<file path="src/rtl/arb_pkg.sv">
package arb_pkg;
  localparam int unsigned MAX_REQ = 32;

  // Index of the single set bit of a one-hot vector (0 when empty).
  function automatic int unsigned oh_to_idx(input logic [MAX_REQ-1:0] vec);
    int unsigned idx;
    idx = 0;
    for (int unsigned i = 0; i < MAX_REQ; i++) begin
      if (vec[i]) idx = i;
    end
    return idx;
  endfunction
endpackage

</file>
<file path="src/rtl/arb_lsb_pick.sv">
module arb_lsb_pick #(
  parameter int unsigned W = 4
) (
  input  logic [W-1:0] vec_i,
  output logic [W-1:0] pick_o
);
  // Isolate the lowest set bit.
  always_comb begin
    pick_o = vec_i & (~vec_i + W'(1));
  end
endmodule

</file>
<file path="src/rtl/arb_rr_pick.sv">
module arb_rr_pick #(
  parameter int unsigned W  = 4,
  localparam int unsigned IW = (W > 1) ? $clog2(W) : 1
) (
  input  logic [W-1:0]  rr_req_i,
  input  logic [IW-1:0] ptr_i,
  output logic [W-1:0]  pick_o
);
  logic [W-1:0] above_mask;
  logic [W-1:0] masked_req;
  logic [W-1:0] masked_pick;
  logic [W-1:0] wrap_pick;

  for (genvar g = 0; g < W; g++) begin : g_mask
    assign above_mask[g] = (IW'(g) >= ptr_i);
  end

  always_comb begin
    masked_req = rr_req_i & above_mask;
  end

  arb_lsb_pick #(.W(W)) u_above (.vec_i(masked_req), .pick_o(masked_pick));
  arb_lsb_pick #(.W(W)) u_wrap  (.vec_i(rr_req_i),   .pick_o(wrap_pick));

  always_comb begin
    pick_o = (|masked_req) ? masked_pick : wrap_pick;
  end
endmodule

</file>
<file path="src/rtl/arb_hold_ctl.sv">
module arb_hold_ctl
  import arb_pkg::*;
#(
  parameter int unsigned     W          = 4,
  parameter logic [W-1:0]    FIXED_MASK = '0,
  localparam int unsigned    IW         = (W > 1) ? $clog2(W) : 1
) (
  input  logic          clk,
  input  logic          rst_n,
  input  logic [W-1:0]  grant_i,
  input  logic          done_i,
  output logic          lock_o,
  output logic [W-1:0]  hold_o,
  output logic [IW-1:0] ptr_o
);
  logic          lock_q, lock_d;
  logic [W-1:0]  hold_q, hold_d;
  logic [IW-1:0] ptr_q,  ptr_d;
  logic          ptr_en;
  logic [IW-1:0] grant_idx;

  always_comb begin
    grant_idx = IW'(oh_to_idx(MAX_REQ'(grant_i)));
    ptr_en    = done_i && (|(grant_i & ~FIXED_MASK));
    ptr_d     = (grant_idx == IW'(W-1)) ? '0 : grant_idx + IW'(1);
    lock_d    = (|grant_i) && !done_i;
    hold_d    = grant_i;
  end

  always_ff @(posedge clk or negedge rst_n) begin
    if (!rst_n) begin
      lock_q <= 1'b0;
      hold_q <= '0;
      ptr_q  <= '0;
    end else begin
      lock_q <= lock_d;
      hold_q <= hold_d;
      if (ptr_en) ptr_q <= ptr_d;
    end
  end

  assign lock_o = lock_q;
  assign hold_o = hold_q;
  assign ptr_o  = ptr_q;

  // pointer only moves on a completed rotating grant
  a_r7_ptr_stable: assert property (@(posedge clk) disable iff (!rst_n)
    !(done_i && (|(grant_i & ~FIXED_MASK))) |=> $stable(ptr_q));
endmodule

</file>
<file path="src/rtl/hybrid_req_arbiter.sv">
module hybrid_req_arbiter #(
  parameter int unsigned        N_REQ      = 5,
  parameter logic [N_REQ-1:0]   FIXED_MASK = 5'b00011,
  localparam int unsigned       IW         = (N_REQ > 1) ? $clog2(N_REQ) : 1
) (
  input  logic             clk,
  input  logic             rst_n,
  input  logic [N_REQ-1:0] req_i,
  input  logic             done_i,
  output logic [N_REQ-1:0] grant_o
);
  logic [N_REQ-1:0] fix_req, rr_req;
  logic [N_REQ-1:0] fix_pick, rr_pick, fresh;
  logic [N_REQ-1:0] hold;
  logic [IW-1:0]    ptr;
  logic             lock;
  logic             hold_live;

  always_comb begin
    fix_req = req_i & FIXED_MASK;
    rr_req  = req_i & ~FIXED_MASK;
  end

  arb_lsb_pick #(.W(N_REQ)) u_fix (.vec_i(fix_req), .pick_o(fix_pick));

  arb_rr_pick #(.W(N_REQ)) u_rr (
    .rr_req_i(rr_req),
    .ptr_i   (ptr),
    .pick_o  (rr_pick)
  );

  arb_hold_ctl #(.W(N_REQ), .FIXED_MASK(FIXED_MASK)) u_ctl (
    .clk    (clk),
    .rst_n  (rst_n),
    .grant_i(grant_o),
    .done_i (done_i),
    .lock_o (lock),
    .hold_o (hold),
    .ptr_o  (ptr)
  );

  always_comb begin
    fresh     = (|fix_req) ? fix_pick : rr_pick;
    hold_live = lock && (|(req_i & hold));
    grant_o   = hold_live ? hold : fresh;
  end

  // one-hot and within the request vector
  a_r3_onehot: assert property (@(posedge clk) disable iff (!rst_n)
    $onehot0(grant_o));
  a_r3_subset: assert property (@(posedge clk) disable iff (!rst_n)
    (grant_o & ~req_i) == '0);
  // idle means no grant
  a_r2_idle: assert property (@(posedge clk) disable iff (!rst_n)
    (req_i == '0) |-> (grant_o == '0));
  // a fresh decision with a fixed requester goes to the fixed class
  a_r4_fixed_first: assert property (@(posedge clk) disable iff (!rst_n)
    ((|fix_req) && !lock) |-> (|(grant_o & FIXED_MASK)));
  // grant held while owner still requests and has not completed
  a_r8_hold: assert property (@(posedge clk) disable iff (!rst_n)
    ((|grant_o) && !done_i) |=>
      (((req_i & $past(grant_o)) == '0) || (grant_o == $past(grant_o))));
endmodule

</file>
<file path="config.mk">
export PLATFORM = sky130hd
export DESIGN_NAME = hybrid_req_arbiter
export DESIGN_NICKNAME = d
export VERILOG_FILES = /design/src/rtl/arb_pkg.sv /design/src/rtl/arb_lsb_pick.sv /design/src/rtl/arb_rr_pick.sv /design/src/rtl/arb_hold_ctl.sv /design/src/rtl/hybrid_req_arbiter.sv
export SDC_FILE = /design/constraint.sdc
export NUM_CORES = 1
export LEC_CHECK = 0
export BUFFER_PORTS_ARGS = -buffer_cell sky130_fd_sc_hd__buf_2
export CAP_MARGIN = 10
export CORE_MARGIN = 8
export CORE_UTILIZATION = 52
export CTS_BUF_LIST = sky130_fd_sc_hd__clkbuf_2
export CTS_CLUSTER_DIAMETER = 200
export CTS_CLUSTER_SIZE = 10
export DETAILED_ROUTE_END_ITERATION = 8
export PLACE_DENSITY_LB_ADDON = 0.05
export SETUP_SLACK_MARGIN = 0.05
export SLEW_MARGIN = 5
export SYNTH_ARGS = -nofsm -noshare
export SYNTH_HDL_FRONTEND = slang
export SYNTH_HIERARCHICAL = 1
export SYNTH_SLANG_ARGS = --single-unit
</file>
<file path="constraint.sdc">
create_clock -name clk -period 2.5 [get_ports clk]
set_clock_uncertainty 0.15 [all_clocks]
set_input_delay 0.125 -clock clk [delete_from_list [all_inputs] [get_ports clk]]
set_output_delay 0.125 -clock clk [all_outputs]
set_load 0.005 [all_outputs]
</file>
==> flow_metrics.tcl <==
set metrics [dict create \
    status "finished, violations left" \
    violations "setup timing" \
    cts_buffers 3 \
    drt_iter0_markers 6 \
    path_cells "o21ai_1, o21ai_2, buf_4, mux2_2, mux2_2, mux2_4, or4b_4, o211ai_1" \
    ant_nets 0 \
    setup_slack_ns -0.190 \
    yosys.area_share.adder_pct 1.54 \
    synth_seq_cells 9 \
    wl_per_cell_um 13.4 \
    required_ns 2.49 \
    fin_nets 145 \
    mostFrequentLayoutCells "buf_4, conb_1, buf_2" \
    rsz0062_at_grt "yes" \
    syn2layout_area_growth_pct 50.6 \
    placed_cell_area_sq_um 1070 \
    path_common_cell "mux2_2" \
    antenna_found_initial 0 \
    path_clk_slew_ns 0.09 \
    cts_max_level 1 \
    grt_max_degree 10 \
    synthXorXnorAreaFrac_pct 0 \
    dieArea_sq_um 3090 \
    grt_overflow 0 \
    min_to "u_ctl/ptr_o[0]" \
    max_stage_delay_ns 0.55 \
    hold_class "input port to flip-flop" \
    synth_cell_types 26 \
    clkLatencyLatePin_ns 0.22 \
    fp.dieH_um 55.5 \
    clkSinkCount 9 \
    gr-max-usage-layer "met2" \
    fmax_mhz 372 \
    ir_worst_vdd_mv 0.624 \
    portBuffers 12 \
    pre_cts_ws_ns -0.173 \
    worst_pin_slew_ns 0.674 \
    diodes 0 \
    relSlewSlack_pct 54.7 \
    fill_cells 88 \
    worstPathArrival_ns 2.68 \
    critPathKind "flip-flop to flip-flop" \
    ys_seq_area_share_pct 27.7 \
    grtUsageMet3_pct 2.51 \
    grt_pass1_vias 792 \
    cts_root_buf "clkbuf_2" \
    hold_start "done_i" \
    synth_simple_gate_area_share_pct 30.0 \
    synth_area_sq_um 813 \
    rows 14 \
    path_max_fanout 6 \
    report.final.hold_viol_count 0 \
    power_leakage_nw 0.576 \
    met1_usage_pct 13.7 \
    synth_top_family_by_area "simple AND/OR/NAND/NOR gates" \
    pin_count 13 \
    drtPass1Iterations 4 \
    setup_viol 4 \
    r2r_start "u_ctl/ptr_o[1]" \
    final_area_sq_um 1220 \
    globalRouteTotalUtil_pct 12.3 \
    routabilityCongestion 0.789 \
    met2_usage_pct 23.1 \
    synth_cells 82 \
    crit_path_end_kind "flip-flop" \
    start_kind "flip-flop" \
    postSynthAreaPerCell_sq_um 9.92 \
    r2r_setup_slack_ns -0.19 \
    whs_path_depth 3 \
    synthMuxAreaShare_pct 20.8 \
    wirelength_mm 2.03 \
    drive_above_1_share_pct 54.1 \
    dp_hpwl_mm 1.50 \
    critPathSlowestCell "or4b_4" \
    drc 0 \
    powerDensity_nw_per_um2 683 \
    cts_tree "yes" \
    synth-compound-area-share_pct 15.4 \
    initial_core_util_pct 54.6 \
    die_w_um 55.5 \
    grt_first_pass_wirelength_mm 3.30 \
    maxCapViolCount 0 \
    vias 770 \
    yosys_warnings 6 \
    r2r_cells 8 \
    cts_buffer_depth 2 \
    slew_viol_final 0 \
    final.min_clock_period_ns 2.69 \
    viasPerCell 5.10 \
    min_period_over_period_pct 108 \
    core_sq_um 1490 \
    timing.rr.end "u_ctl/ptr_o[1]" \
]
-- final cells by class --
class,count,area (sq um),area share [%]
clock buffer,4,20.0,1.63
inverter,3,11.3,0.919
multi-input combinational,84,689,56.3
sequential,9,229,18.7
tap,16,20.0,1.63
timing repair buffer,35,255,20.8
-- metal layers --
layer	routed length (um)	vias up
li1	-	395
met1	857	365
met2	1100	10
met3	70	0
met4	0	0
met5	0	-
-- synth_stat cells (all sizes together) --
| cell type | number | area share, % |
|---|---|---|
| conb | 1 | 0.46 |
| o21a | 2 | 1.8 |
| a21bo | 1 | 1.2 |
| o21ai | 2 | 1.7 |
| nor4b | 3 | 5.5 |
| mux2 | 15 | 21 |
| dfrtp | 9 | 28 |
| buf | 3 | 2.8 |
| nor3 | 2 | 1.2 |
| a22oi | 1 | 0.92 |
| nor3b | 4 | 3.7 |
| a211oi | 1 | 0.92 |
| nor2 | 8 | 3.7 |
| inv | 3 | 1.4 |
| nor4 | 3 | 4.6 |
| a222oi | 1 | 1.2 |
| o211ai | 4 | 3.7 |
| a21oi | 4 | 2.9 |
| nand2b | 7 | 5.7 |
| o31ai | 1 | 0.92 |
| ha | 1 | 1.5 |
| or4b | 2 | 2.5 |
| nor2b | 4 | 3.1 |
-- through the flow --
stage,total power (W),hold slack (ns),setup TNS [ns],utilization [%],std cells
CTS,0.000772,0.0790,-0.384,78.2,147
global placement,0.000604,-0.173,-0.127,71.6,138
floorplan,0.000480,-0.321,-0.0425,-,99
finish,0.000836,0.0853,-0.431,82.3,151
global route,0.000894,0.104,-0.814,82.3,151
detailed placement,0.000621,-0.169,-0.241,71.6,138
-- cell families (layout without fill, tap and decap cells) --
logic type | count (synthesis) | after routing
flops | 9 | 9
other cells | 1 | 18
compound gates | 17 | 17
simple gates | 33 | 33
buf+inv | 6 | 42
mux | 15 | 15
fa+ha+maj | 1 | 1
-- worst max-delay path by stage --
| stage | startpoint | endpoint | cells after the start |
|---|---|---|---|
| floorplan | u_ctl/ptr_o[1] | u_ctl/ptr_o[1] | 10 |
| global placement | u_ctl/ptr_o[1] | u_ctl/ptr_o[1] | 10 |
| detailed placement | u_ctl/ptr_o[1] | u_ctl/ptr_o[1] | 10 |
| CTS | u_ctl/ptr_o[1] | u_ctl/ptr_o[1] | 10 |
| global route | u_ctl/ptr_o[1] | u_ctl/ptr_o[1] | 10 |
| finish | u_ctl/ptr_o[1] | u_ctl/ptr_o[1] | 8 |
-- state kept, by name, indices dropped and copies added (netlist names) --
name          cells
u_ctl/ptr_o       3
u_ctl/lock_o      1
u_ctl/hold_o      5
-- critical path: cells and delay by family, from the launching register on --
kind,cells,cell delay (ns)
mux,3,0.89
simple gates,1,0.55
flops,1,0.44
compound gates,3,0.43
buf+inv,1,0.16
-- what timing repair did --
action	4_1_cts	5_1_grt
setup buffers	4	4
endpoints found under the hold margin	10	0
setup endpoints to repair	5	7
pin swaps	3	7
hold buffers	2	0
gates resized for setup	9	7
-- power breakdown --
part,leakage (nW),internal [W],switching [W]
logic,0.451,0.000292,0.000200
clock network,0.0166,0.0000426,0.0000448
registers,0.108,0.000190,0.0000668
(Power assumes the default switching activity.)
